## src/rtl/eth_filt_pkg.sv

```systemverilog
package eth_filt_pkg;

  // Verdict encoding.
  typedef enum logic [2:0] {
    CLS_DROP = 3'd0,
    CLS_UDP  = 3'd1,
    CLS_ARPQ = 3'd2,
    CLS_ECHO = 3'd3,
    CLS_RREP = 3'd4
  } frame_class_e;

  // Beats needed before every inspected field has been seen.
  localparam int HDR_LEN = 42;
  localparam int IDX_W   = $clog2(HDR_LEN + 1);
  localparam int REF_W   = 48;

  // Field comparator indices.
  localparam int F_DST_UC  = 0;
  localparam int F_DST_BC  = 1;
  localparam int F_ET_IP   = 2;
  localparam int F_ET_ARP  = 3;
  localparam int F_ET_RARP = 4;
  localparam int F_VIHL    = 5;
  localparam int F_PR_UDP  = 6;
  localparam int F_PR_ICMP = 7;
  localparam int F_DIP     = 8;
  localparam int F_ICMP_T  = 9;
  localparam int F_DPORT   = 10;
  localparam int F_HWPR    = 11;
  localparam int F_OP_REQ  = 12;
  localparam int F_OP_RREP = 13;
  localparam int F_TIP     = 14;
  localparam int F_THA     = 15;
  localparam int NF        = 16;

  // Byte offset and length for each comparator, following the wire format.
  localparam int FOFF [NF] = '{0, 0, 12, 12, 12, 14, 23, 23, 30, 34, 36, 14, 20, 20, 38, 32};
  localparam int FLEN [NF] = '{6, 6,  2,  2,  2,  1,  1,  1,  4,  1,  2,  4,  2,  2,  4,  6};

  // Fixed protocol constants.
  localparam logic [15:0] ET_IPV4 = 16'h0800;
  localparam logic [15:0] ET_ARP  = 16'h0806;
  localparam logic [15:0] ET_RARP = 16'h8035;
  localparam logic [7:0]  VER_IHL = 8'h45;
  localparam logic [7:0]  PROTO_UDP  = 8'd17;
  localparam logic [7:0]  PROTO_ICMP = 8'd1;
  localparam logic [7:0]  ICMP_ECHO_REQ = 8'd8;
  localparam logic [31:0] HW_PROTO_ETH_IP = 32'h0001_0800;
  localparam logic [15:0] OP_REQUEST = 16'd1;
  localparam logic [15:0] OP_RREPLY  = 16'd4;

endpackage

```

## src/rtl/ef_beat_counter.sv

```systemverilog
// Index of the current beat within the frame, saturating past the header.
module ef_beat_counter #(
  parameter int MAX = 42,
  parameter int W   = $clog2(MAX + 1)
) (
  input  logic         clk,
  input  logic         rst,
  input  logic         valid,
  input  logic         last,
  output logic [W-1:0] idx
);

  always_ff @(posedge clk) begin
    if (rst) begin
      idx <= '0;
    end else if (valid) begin
      if (last) begin
        idx <= '0;
      end else if (idx != W'(MAX)) begin
        idx <= idx + 1'b1;
      end
    end
  end

endmodule

```

## src/rtl/ef_field_match.sv

```systemverilog
// Compares LEN bytes starting at beat OFF with a reference, most significant
// byte first. hit_now includes the byte on the current beat.
module ef_field_match #(
  parameter int OFF   = 0,
  parameter int LEN   = 1,
  parameter int IDX_W = 6,
  parameter int REF_W = 48
) (
  input  logic             clk,
  input  logic             rst,
  input  logic             valid,
  input  logic [IDX_W-1:0] idx,
  input  logic [7:0]       data,
  input  logic [REF_W-1:0] ref_val,
  output logic             hit_now
);

  logic       flag;
  logic       in_rng;
  logic [7:0] ref_byte;
  logic       base;

  always_comb begin
    in_rng   = 1'b0;
    ref_byte = '0;
    for (int k = 0; k < LEN; k++) begin
      if (idx == IDX_W'(OFF + k)) begin
        in_rng   = 1'b1;
        ref_byte = ref_val[(LEN-1-k)*8 +: 8];
      end
    end
  end

  assign base    = (idx == '0) ? 1'b1 : flag;
  assign hit_now = base & ~(in_rng & (data != ref_byte));

  always_ff @(posedge clk) begin
    if (rst) begin
      flag <= 1'b1;
    end else if (valid) begin
      flag <= hit_now;
    end
  end

endmodule

```

## src/rtl/ef_classify.sv

```systemverilog
// Applies the acceptance policy at the end of a frame and registers the verdict.
module ef_classify
  import eth_filt_pkg::*;
(
  input  logic          clk,
  input  logic          rst,
  input  logic          frame_end,
  input  logic          long_enough,
  input  logic [NF-1:0] hit,
  input  logic          err,
  input  logic          enable,
  input  logic          secondary,
  input  logic          pending,
  output logic          dec_valid,
  output frame_class_e  dec_class,
  output logic          dec_accept
);

  logic addr_ok, ip_ok, is_udp, is_echo, is_arpq, is_rrep, gate;
  frame_class_e cls_c;

  always_comb begin
    addr_ok = hit[F_DST_UC] | hit[F_DST_BC];
    ip_ok   = hit[F_ET_IP] & hit[F_VIHL] & hit[F_DIP];
    is_udp  = ip_ok & hit[F_PR_UDP] & hit[F_DPORT];
    is_echo = ip_ok & hit[F_PR_ICMP] & hit[F_ICMP_T];
    is_arpq = hit[F_ET_ARP] & hit[F_HWPR] & hit[F_OP_REQ] & hit[F_TIP];
    is_rrep = hit[F_ET_RARP] & hit[F_HWPR] & hit[F_OP_RREP] & hit[F_THA];
    gate    = enable & ~err & addr_ok;

    cls_c = CLS_DROP;
    if (gate) begin
      if (pending) begin
        cls_c = is_rrep ? CLS_RREP : CLS_DROP;
      end else if (is_udp) begin
        cls_c = CLS_UDP;
      end else if (!secondary && is_arpq) begin
        cls_c = CLS_ARPQ;
      end else if (!secondary && is_echo) begin
        cls_c = CLS_ECHO;
      end
    end
  end

  always_ff @(posedge clk) begin
    if (rst) begin
      dec_valid  <= 1'b0;
      dec_class  <= CLS_DROP;
      dec_accept <= 1'b0;
    end else begin
      dec_valid  <= frame_end & long_enough;
      dec_class  <= (frame_end & long_enough) ? cls_c : CLS_DROP;
      dec_accept <= frame_end & long_enough & (cls_c != CLS_DROP);
    end
  end

endmodule

```

## src/rtl/eth_rx_filter.sv

```systemverilog
module eth_rx_filter
  import eth_filt_pkg::*;
(
  input  logic        clk,
  input  logic        rst,
  input  logic [7:0]  rx_data,
  input  logic        rx_valid,
  input  logic        rx_last,
  input  logic        rx_error,
  input  logic [47:0] local_mac,
  input  logic [31:0] local_ip,
  input  logic [15:0] udp_port,
  input  logic        en_pin,
  input  logic        en_cfg,
  input  logic        secondary,
  input  logic        ipam_mode,
  input  logic        ip_known,
  output logic        dec_valid,
  output logic [2:0]  dec_class,
  output logic        dec_accept
);

  logic [IDX_W-1:0] idx;
  logic [REF_W-1:0] fref [NF];
  logic [NF-1:0]    hit;
  frame_class_e     cls_q;

  ef_beat_counter #(.MAX(HDR_LEN), .W(IDX_W)) u_cnt (
    .clk   (clk),
    .rst   (rst),
    .valid (rx_valid),
    .last  (rx_last),
    .idx   (idx)
  );

  always_comb begin
    fref[F_DST_UC]  = local_mac;
    fref[F_DST_BC]  = {REF_W{1'b1}};
    fref[F_ET_IP]   = REF_W'(ET_IPV4);
    fref[F_ET_ARP]  = REF_W'(ET_ARP);
    fref[F_ET_RARP] = REF_W'(ET_RARP);
    fref[F_VIHL]    = REF_W'(VER_IHL);
    fref[F_PR_UDP]  = REF_W'(PROTO_UDP);
    fref[F_PR_ICMP] = REF_W'(PROTO_ICMP);
    fref[F_DIP]     = REF_W'(local_ip);
    fref[F_ICMP_T]  = REF_W'(ICMP_ECHO_REQ);
    fref[F_DPORT]   = REF_W'(udp_port);
    fref[F_HWPR]    = REF_W'(HW_PROTO_ETH_IP);
    fref[F_OP_REQ]  = REF_W'(OP_REQUEST);
    fref[F_OP_RREP] = REF_W'(OP_RREPLY);
    fref[F_TIP]     = REF_W'(local_ip);
    fref[F_THA]     = local_mac;
  end

  for (genvar g = 0; g < NF; g++) begin : g_field
    ef_field_match #(
      .OFF   (FOFF[g]),
      .LEN   (FLEN[g]),
      .IDX_W (IDX_W),
      .REF_W (REF_W)
    ) u_fm (
      .clk     (clk),
      .rst     (rst),
      .valid   (rx_valid),
      .idx     (idx),
      .data    (rx_data),
      .ref_val (fref[g]),
      .hit_now (hit[g])
    );
  end

  ef_classify u_cls (
    .clk         (clk),
    .rst         (rst),
    .frame_end   (rx_valid & rx_last),
    .long_enough (idx >= IDX_W'(HDR_LEN - 1)),
    .hit         (hit),
    .err         (rx_error),
    .enable      (en_pin | en_cfg),
    .secondary   (secondary),
    .pending     (ipam_mode & ~ip_known),
    .dec_valid   (dec_valid),
    .dec_class   (cls_q),
    .dec_accept  (dec_accept)
  );

  assign dec_class = cls_q;

endmodule

```

## config.mk

```make
export PLATFORM = sky130hd
export DESIGN_NAME = eth_rx_filter
export DESIGN_NICKNAME = d
export VERILOG_FILES = /design/src/rtl/eth_filt_pkg.sv /design/src/rtl/ef_beat_counter.sv /design/src/rtl/ef_field_match.sv /design/src/rtl/ef_classify.sv /design/src/rtl/eth_rx_filter.sv
export SDC_FILE = /design/constraint.sdc
export NUM_CORES = 1
export LEC_CHECK = 0
export ABC_AREA = 0
export BUFFER_PORTS_ARGS = -buffer_cell sky130_fd_sc_hd__buf_2
export CORE_MARGIN = 3
export CORE_UTILIZATION = 30
export CTS_CLUSTER_SIZE = 30
export DETAILED_ROUTE_END_ITERATION = 16
export PLACE_DENSITY = 0.64
export SLEW_MARGIN = 20
export SYNTH_ARGS = -nofsm -noshare
export SYNTH_HDL_FRONTEND = slang
export SYNTH_SLANG_ARGS = --single-unit
```

## constraint.sdc

```tcl
create_clock -name clk -period 2.6 [get_ports clk]
set_clock_uncertainty 0.05 [all_clocks]
set_input_delay 0.13 -clock clk [delete_from_list [all_inputs] [get_ports clk]]
set_output_delay 0.13 -clock clk [all_outputs]
set_load 0.1 [all_outputs]
```

==> impl_metrics.yaml, run 1 <==
layout:
  layout-drive-gt1-share_pct: 37.70
  fin_nets: 868
  area_growth_pct: 33.31
  antennaDiodeCount: 0
logic_synthesis:
  netlist-cell-type-count: 87
  synth_area_leaders: "dfxtp_1 (13%), a21oi_1 (6.1%), o21ai_0 (5.7%)"
  synth_top_area_share_pct: 12.86
  syn_avg_cell_area_um2: 7.123
  synth_top_area_cell: "dfxtp_1"
  ys_async_sr_fraction_pct: 0
  yosys_warnings: 0
  synth-edff-count: 0
  syn-cell-area_um2: 4203
  synth_seq_cells: 27
  synth_fp_nets: 709
  ys_dominant_reg_cell: "dfxtp_1"
  yosysSeqAreaShare_pct: 12.86
  netlist_instances: 590
global_routing:
  antenna_found_initial: 1
  grtUsageMet2_pct: 33.46
  grt_pass1_wl_um: 26320
  grtUsageTotal_pct: 20.41
  grt_overflow_total: 0
  grt_max_degree: 24
  use_met3_pct: 3.731
  top_usage_layer: "met2"
  gr-usage-met1_pct: 26.18
  first_global_vias: 5216
timing:
  hold_viol_final: 0
  period_needed_ns: 2.524
  slew_violations: 0
  worst_pin_slew_ns: 0.4745
  relSlewSlack_pct: 68.03
  finalSetupViolCount: 0
  worst_hold_slack_ns: 0.1557
  max_freq_mhz: 396.2
  grt_setup_unrepaired: "yes"
  fin_crit_sh_pct: 97.07
  fin_setup_tns_ns: 0
pwr:
  power.internal_mw: 0.8658
  clkPwrFrac_pct: 27.2
  p_comb_share_pct: 40.2
  p_seq_share_pct: 32.6
  ir_worst_vdd_mv: 0.2021
  switching_share_pct: 33.74
  powerDensity_nw_per_um2: 233.2
  p_sw_mw: 0.4409
  p_leak_nw: 2.183
clocking:
  cts.path.max_buffers: 2
  cts_tree: "yes"
  clock_sinks: 27
  cts-root-buf: "clkbuf_16"
  cts-buffers-inserted: 3
  path_clk_slew_ns: 0.07
  clock_latency_ns: 0.26
  postCtsHoldBufs: 0
  htree_levels: 1
floorplanning:
  dieArea_um2: 15470
  coreArea_um2: 13450
  io_pins: 119
  die_h_um: 124.4
  row_count: 42
  initial_core_util_pct: 31.24
  die_w_um: 124.4
worst_setup_path:
  critPathSlowestCell: "or4b_4"
  crit_required_ns: 2.71
  cp_num_buf_inv: 1
  critPathMaxStageDelay_ns: 0.60
  cp_max_fo: 5
  r2r_end: "u_cls.dec_class[1]"
  cp-start-kind: "register"
  crit_chain: "or4b_4 > a21oi_1 > o21a_1 > o22ai_1 > or4_4 > o22ai_2 > buf_4 > nand3_1 > nor3b_2"
  ff2ff_setup_slack_ns: 0.08
  crit_family: "simple AND/OR/NAND/NOR gates"
  cp-startpoint: "u_cnt.idx[3]"
  worst-path-stages: 9
  worstSetupPathType: "register to register"
  rr_startpoint: "u_cnt.idx[3]"
  reg2reg_depth: 9
  crit_end: "u_cls.dec_class[1]"
  crit_path_end_kind: "register"
  crit_arrival_ns: 2.63
status:
  status: "finished, final reports clean"
route:
  post-route-drc-count: 0
  ant_nets: 0
  routedWlPerCell_um: 18.29
  dr.first_iter.drc_count: 516
  drt-total-wl_um: 16900
  firstDrtPassIters: 5
  num_vias: 5330
  avgViaCountPerCell: 5.768
flow_run:
  maxCapViolations: 0
place:
  port_buffers: 118
  gp_congestion: 0.9022
  dpl.hpwl_um: 13520
hold_path:
  hp-class: "primary input to register"
-- cell usage in the layout, fill, tap and decap left out, types with 6 or more instances in the layout --
master	count
buf_2	118
buf_4	81
nand2_1	54
a21oi_1	45
nor2_1	44
o21ai_0	43
dfxtp_1	25
xnor2_1	24
a22oi_1	21
o22ai_1	19
nor2b_1	14
nand3_1	14
nand2b_1	11
nand3b_1	11
inv_1	10
or2_2	10
nand4_1	10
a21oi_2	7
a21o_1	6
a221oi_1	6
o31ai_1	6
a31oi_1	6
nor3_1	6
a211o_1	6
xor2_1	6
buf_6	6
-- cell usage after synthesis (all sizes together), types with 14 or more instances --
cell type / instances
o21ai: 50
nand2: 54
nor2: 45
nor2b: 15
xnor2: 24
o22ai: 21
dfxtp: 27
clkbuf: 26
buf: 26
nand3: 14
a22oi: 22
a21oi: 52
-- timing repair --
item / in CTS / in global routing
gates resized for setup: 15 / 38
buffers inserted: 0 / 5
setup endpoints to repair: 5 / 6
pin swaps: 3 / 12
endpoints found under the hold margin: 0 / 0
-- metal layers --
layer / vias to the layer above / share of wire [%]
met5: - / 0.041
met4: 2 / 4.2
met3: 60 / 8.1
met2: 289 / 45
met1: 2449 / 42
li1: 2530 / -
-- sequential cells by signal (all words and copies together) (netlist names) --
name,cells
g_field.u_fm.flag,16
u_cnt.idx,6
u_cls.dec_class,3
u_cls.dec_accept,1
u_cls.dec_valid,1
-- how the worst min path moves through the flow --
stage	depth (start not counted)	slack (ns)	startpoint	end
2_1_floorplan	2	0.23	rx_last	u_cls.dec_valid
3_3_place_gp	1	0.40	g_field[9].u_fm.flag	g_field[9].u_fm.flag
3_5_place_dp	1	0.41	g_field[9].u_fm.flag	g_field[9].u_fm.flag
4_1_cts	3	0.16	rx_last	u_cnt.idx[0]
5_1_grt	3	0.17	rx_last	u_cnt.idx[0]
6_report	3	0.16	rx_last	u_cnt.idx[0]
-- layout make-up --
class	count	area [um^2]
fill	1434	7850
multi-input combinational	494	3400
timing repair buffer	207	1291
sequential	27	548.0
tap	176	220.2
clock buffer	4	78.83
inverter	16	65.06
-- worst min-delay path: cells and delay by family --
kind | cells | cell delay [ns]
simple gates | 1 | 0.11
buf+inv | 1 | 0.13
compound gates | 1 | 0.05
-- power groups by stage --
stage	Combinational (mW)	Sequential [mW]	Clock [mW]
2_1_floorplan	0.282	0.434	0
3_3_place_gp	0.492	0.435	0
3_5_place_dp	0.493	0.435	0
4_1_cts	0.500	0.426	0.359
5_1_grt	0.569	0.426	0.372
6_report	0.525	0.426	0.356
-- cells by family (layout without fill, tap and decap cells) --
kind of cell               count (synthesis)  after routing  share of synthesized area [%]
DFF                                       27             27                          12.86
adders and majority gates                  5              5                          1.489
muxes                                      4              4                         0.9527
and+or+nand+nor                          226            226                          31.59
xor gates and xnor gates                  31             31                          6.460
AOI/OAI and AO/OA                        228            228                          36.26
buffers and inverters                     69            227                          10.39
-- metrics by stage --
stage	cells	util (%)	total power [mW]	setup WS [ns]	instance area [um^2]
after floorplan	590	-	0.7154	0.06046	4203
after global placement	915	39.27	0.9266	-0.1375	5283
after detailed placement	915	39.27	0.9277	-0.1336	5283
after CTS	919	40.29	1.284	0.0001485	5420
after global routing	924	41.65	1.367	-0.1002	5603
final	924	41.65	1.307	0.07607	5603
(Power assumes the default switching activity.)
==> inputs of run 2 (changes only) <==
CORE_MARGIN = default   (was 3)
==> impl_metrics.yaml, run 2 (same netlist as run 1, synthesis figures left out) <==
layout:
  area_growth_pct: 38.40
  n_fill_cell: 1422
  final_common_cell: "buf_2"
  biggestRegsByFlops: "g_field.u_fm.flag x16, u_cnt.idx x6, u_cls.dec_class x3"
  finalInstanceArea_um2: 5817
  fin_nets: 879
  layout-drive-gt1-share_pct: 39.13
  antennaDiodeCount: 0
  largest_register_ffs: 16
  top_register: "g_field.u_fm.flag"
  final_cell_mix: "buf_2 (118), buf_4 (87), nand2_1 (54)"
floorplanning:
  die_h_um: 120.4
  io_pins: 119
  dieArea_um2: 14490
  coreArea_um2: 13450
  initial_core_util_pct: 31.24
  row_count: 42
  die_w_um: 120.4
pwr:
  p_sw_mw: 0.4669
  power.internal_mw: 0.8816
  switching_share_pct: 34.62
  p_leak_nw: 2.292
  p_comb_share_pct: 41.1
  ir_worst_vdd_mv: 0.2309
  powerDensity_nw_per_um2: 231.8
  clkPwrFrac_pct: 27.3
  p_seq_share_pct: 31.6
place:
  port_buffers: 118
  dpl.hpwl_um: 13560
  gp_congestion: 0.9332
  post_dp_cell_area_um2: 5348
clocking:
  cts-buffers-inserted: 3
  path_clk_slew_ns: 0.07
  cts-root-buf: "clkbuf_16"
  cts.path.max_buffers: 2
  htree_levels: 1
  cts_tree: "yes"
  clock_latency_ns: 0.27
  clock_sinks: 27
route:
  routed-wl-met3_um: 1468
  num_vias: 5464
  ant_nets: 0
  wl_met2_um: 8176
  avgViaCountPerCell: 5.844
  routedWlPerCell_um: 18.84
  dr.first_iter.drc_count: 575
  firstDrtPassIters: 8
  top_layer_used: "met4"
  drt-total-wl_um: 17610
  wl_met1_um: 7234
  post-route-drc-count: 0
worst_setup_path:
  r2r_end: "u_cls.dec_class[0]"
  cp-start-kind: "register"
  worstSetupPathType: "register to register"
  reg2reg_depth: 11
  rr_startpoint: "u_cnt.idx[1]"
  ff2ff_setup_slack_ns: 0.01
  cp_max_fo: 6
  crit_arrival_ns: 2.73
  crit_required_ns: 2.74
  crit_path_end_kind: "register"
timing:
  worst_hold_slack_ns: 0.1390
  worst_pin_slew_ns: 0.6325
  slew_violations: 0
  max_freq_mhz: 386.1
  finalSetupViolCount: 0
  grt_setup_unrepaired: "yes"
  relSlewSlack_pct: 57.39
  fin_crit_sh_pct: 99.62
  hold_viol_final: 0
  period_needed_ns: 2.590
hold_path:
  min_path_cells: 3
  holdPathEnd: "u_cls.dec_valid"
  hp-class: "primary input to register"
  hp-start: "rx_last"
global_routing:
  grt_pass1_wl_um: 26580
  grtUsageTotal_pct: 23.30
  grt_max_degree: 23
  first_global_vias: 5160
  grt_overflow_total: 0
  antenna_found_initial: 0
status:
  status: "finished, final reports clean"
flow_run:
  maxCapViolations: 0
## run 2: cell count changes in the layout (fill, tap and decap cells not counted), moves of 3 or more
cell | before | now
a21oi_2 | 7 | 11
buf_12 | 1 | 5
a21oi_1 | 45 | 41
nor4_4 | 2 | 5
nor4_2 | 3 | 0
o21ai_1 | 4 | 7
buf_4 | 81 | 87
## run 2: timing repair
action	4_1_cts	5_1_grt
pin swaps	5	24
endpoints found under the hold margin	0	0
setup buffers	3	9
endpoints found under the setup margin	5	7
hold buffers	0	0
resized for setup	18	49
## run 2: power groups by stage
stage                     Combinational, mW  Sequential, mW  Clock, mW
after floorplan                       0.282           0.434          0
after global placement                0.499           0.435          0
after detailed placement              0.500           0.435          0
after CTS                             0.510           0.426      0.372
after global routing                  0.592           0.427      0.387
final                                 0.554           0.426      0.368
## run 2: layer usage
| layer | up-vias | GRT usage (%) |
|---|---|---|
| li1 | 2551 | - |
| met1 | 2528 | 30.64 |
| met5 | - | 0 |
| met2 | 320 | 38.72 |
| met4 | 0 | 9.028 |
| met3 | 65 | 2.736 |
## run 2: area by class of cell
| type | instances | area (um^2) | area share [%] |
|---|---|---|---|
| well taps | 176 | 220.2 | 3.786 |
| clock inverters | 1 | 7.507 | 0.1291 |
| repair buffers | 218 | 1434 | 24.65 |
| clock buffers | 3 | 75.07 | 1.291 |
| inverters | 16 | 65.06 | 1.119 |
| flip-flops and latches | 27 | 545.5 | 9.378 |
| multi-input cells | 494 | 3470 | 59.65 |
## run 2: how the worst max path moves through the flow
stage,from,endpoint,slack (ns),cells after the start
after floorplan,u_cnt.idx[0],u_cls.dec_accept,0.06,12
after global placement,u_cnt.idx[0],u_cls.dec_class[1],-0.1,11
after detailed placement,u_cnt.idx[1],u_cls.dec_class[1],-0.13,12
after CTS,u_cnt.idx[4],u_cls.dec_class[0],0.002,11
after global routing,u_cnt.idx[1],g_field[0].u_fm.flag,-0.09,11
final,u_cnt.idx[1],u_cls.dec_class[0],0.01,11
## run 2: per-stage QoR
stage | cells | util, % | power [mW] | setup slack (ns) | TNS [ns]
after floorplan | 590 | - | 0.7154 | 0.06046 | 0
after global placement | 919 | 39.75 | 0.9341 | -0.09919 | -0.2455
after global routing | 935 | 43.24 | 1.406 | -0.09475 | -0.3036
after CTS | 926 | 41.06 | 1.309 | 0.002170 | 0
final | 935 | 43.24 | 1.349 | 0.009760 | 0
after detailed placement | 919 | 39.75 | 0.9344 | -0.1322 | -0.3795
## run 2: worst max-delay path, cell delays in order (launching register included)
cell	delay, ns
dfxtp_2	0.34
buf_6	0.13
ha_4	0.16
buf_12	0.12
and3b_2	0.20
o21ai_2	0.17
a221o_1	0.17
nand4_1	0.10
or4_4	0.54
o21ai_4	0.23
o211ai_1	0.12
a21oi_1	0.19
==> inputs of run 3 (changes only) <==
PLACE_DENSITY = 0.61   (was 0.64)
SKIP_LAST_GASP = 1   (was default)
SYNTH_HIERARCHICAL = 1   (was default)
==> impl_metrics.yaml, run 3 <==
route:
  dr.first_iter.drc_count: 647
  drt-total-wl_um: 24760
  avgViaCountPerCell: 5.144
  num_vias: 8519
  post-route-drc-count: 0
  ant_nets: 0
  firstDrtPassIters: 5
  routedWlPerCell_um: 14.95
worst_setup_path:
  crit_path_end_kind: "register"
  crit_chain: "buf_4 > and2_1 > and2_1 > a211oi_1 > mux2i_1 > nand4_1 > nor4b_2 > o22a_1 > and3_4 > or3b_4 > a31o_1 > a21oi_2"
  critPathSlowestCell: "dfxtp_4"
  crit_end: "u_cls/dec_accept"
  cp_num_buf_inv: 1
  crit_required_ns: 2.78
  worstSetupPathType: "register to register"
  cp-start-kind: "register"
  reg2reg_depth: 12
  ff2ff_setup_slack_ns: -0.50
  cp-startpoint: "u_cnt/idx[5]"
  path_common_cell: "and2_1"
  crit_arrival_ns: 3.28
  rr_startpoint: "u_cnt/idx[5]"
  r2r_end: "u_cls/dec_accept"
  worst-path-stages: 12
  crit_family: "simple AND/OR/NAND/NOR gates"
  cp_max_fo: 10
  critPathMaxStageDelay_ns: 0.39
timing:
  relSlewSlack_pct: 54.63
  fin_setup_tns_ns: -1.830
  period_needed_ns: 3.104
  max_freq_mhz: 322.1
  slew_violations: 0
  hold_viol_final: 0
  fin_ws_ns: -0.5043
  worst_pin_slew_ns: 0.6764
  fin_crit_sh_pct: 119.4
  finalSetupViolCount: 4
  worst_hold_slack_ns: 0.1496
  grt_setup_unrepaired: "yes"
logic_synthesis:
  ys_async_sr_fraction_pct: 0
  syn_avg_cell_area_um2: 8.299
  yosys_warnings: 6
  synth_seq_cells: 27
  synth_common_cells: "a21oi_1 (56), nor2_1 (52), a31oi_1 (48), nor3_1 (47), inv_1 (42)"
  netlist_instances: 872
  netlist-cell-type-count: 89
  synth_top_area_cell: "dfxtp_1"
  synth_top_area_share_pct: 7.469
  yosysMostFrequentCell: "a21oi_1"
  yosysSeqAreaShare_pct: 7.469
  synth-edff-count: 0
  ys_dominant_reg_cell: "dfxtp_1"
  synth_area_leaders: "dfxtp_1 (7.5%), mux2_2 (5.8%), mux2i_1 (5.7%)"
  syn-cell-area_um2: 7237
pwr:
  switching_share_pct: 39.40
  power.internal_mw: 1.100
  p_leak_nw: 4.151
  ir_worst_vdd_mv: 0.1966
  clkPwrFrac_pct: 22.2
  p_sw_mw: 0.7153
  p_comb_share_pct: 54.8
  p_seq_share_pct: 23.1
  powerDensity_nw_per_um2: 176.7
layout:
  postLayoutCoreUtil_pct: 43.63
  antennaDiodeCount: 0
  final_common_cell: "conb_1"
  final_cell_mix: "conb_1 (259), buf_2 (119), buf_4 (110)"
  fin_nets: 1454
  top_register: "g_field.u_fm/flag"
  biggestRegsByFlops: "g_field.u_fm/flag x16, u_cnt/idx x6, u_cls/dec_class x3"
  layout-drive-gt1-share_pct: 29.47
  area_growth_pct: 41.94
  largest_register_ffs: 16
floorplanning:
  die_h_um: 157.3
  coreArea_um2: 23540
  row_count: 56
  initial_core_util_pct: 30.74
  die_w_um: 157.3
  dieArea_um2: 24750
  io_pins: 119
place:
  dpl.hpwl_um: 18310
  gp_congestion: 0.8846
  port_buffers: 118
  dp_slack_ns: -0.4730
clocking:
  cts-buffers-inserted: 3
  htree_levels: 1
  cts.path.max_buffers: 2
  clock_sinks: 27
  cts_tree: "yes"
  cts-root-buf: "clkbuf_16"
  postCtsHoldBufs: 0
  clock_latency_ns: 0.27
  path_clk_slew_ns: 0.09
global_routing:
  grtUsageTotal_pct: 18.70
  first_global_vias: 7607
  antenna_found_initial: 0
  grt_overflow_total: 0
  grt_max_degree: 52
  grt_pass1_wl_um: 37620
status:
  violations: "setup timing"
  status: "finished with violations"
flow_run:
  maxCapViolations: 0
hold_path:
  min_path_cells: 4
  hp-class: "primary input to register"
==> run 3: final cells by class <==
type	count	area (um^2)
fillers	2432	13270
well taps	319	399.1
clock inverters	1	8.758
multi-input cells	1019	7357
flip-flops and latches	27	563.0
inverters	42	157.7
repair buffers	245	1712
clock buffers	3	75.07
==> run 3: worst register-to-register path: stages, from the launching register on <==
cell	delay [ns]
dfxtp_4	0.39
buf_4	0.15
and2_1	0.15
and2_1	0.21
a211oi_1	0.29
mux2i_1	0.23
nand4_1	0.18
nor4b_2	0.31
o22a_1	0.21
and3_4	0.20
or3b_4	0.38
a31o_1	0.20
a21oi_2	0.10
==> run 3: repair_timing <==
item,4_1_cts,5_1_grt
setup endpoints to repair,4,10
gates cloned,0,2
pin swaps,5,17
buffers inserted,2,7
resized for setup,11,24
hold endpoints to repair,0,0
==> run 3: routing by layer <==
metal	GRT usage, %	wire length [um]	vias up
met5	0	0	-
met4	3.421	333	0
met3	1.404	1169	18
met2	31.69	11640	211
met1	25.95	11620	4029
li1	-	-	4261
==> run 3: cells by family after synthesis <==
family	after synthesis	share of synthesized area, %
adder cells (fa/ha/maj)	2	0.3457
buffers and inverters	83	6.414
flip-flops	27	7.469
AND/OR/NAND/NOR	302	27.70
multiplexers	111	20.97
AO/OA/AOI/OAI	267	27.56
XOR/XNOR	78	9.440
other	2	0.1038
==> run 3: stage by stage <==
stage               power [mW]  cells  instance area (um^2)
CTS                      1.767   1647                 10050
global route             1.923   1656                 10270
global placement         1.356   1641                  9903
floorplan                1.028   1129                  8257
finish                   1.815   1656                 10270
detailed placement       1.367   1641                  9903
==> run 3: power groups by stage <==
stage | Clock, mW | Combinational [mW] | Sequential, mW
floorplan | 0 | 0.597 | 0.432
global placement | 0 | 0.927 | 0.428
detailed placement | 0 | 0.939 | 0.428
CTS | 0.405 | 0.944 | 0.418
global route | 0.418 | 1.09 | 0.419
finish | 0.402 | 0.995 | 0.418
==> run 3: how the worst min path moves through the flow <==
stage / startpoint / end
finish: rx_error / u_cls/dec_class[1]
detailed placement: g_field[9].u_fm/flag / g_field[9].u_fm/flag
global placement: g_field[7].u_fm/flag / g_field[7].u_fm/flag
floorplan: rst / u_cnt/idx[0]
global route: rx_error / u_cls/dec_class[1]
CTS: rx_error / u_cls/dec_class[1]
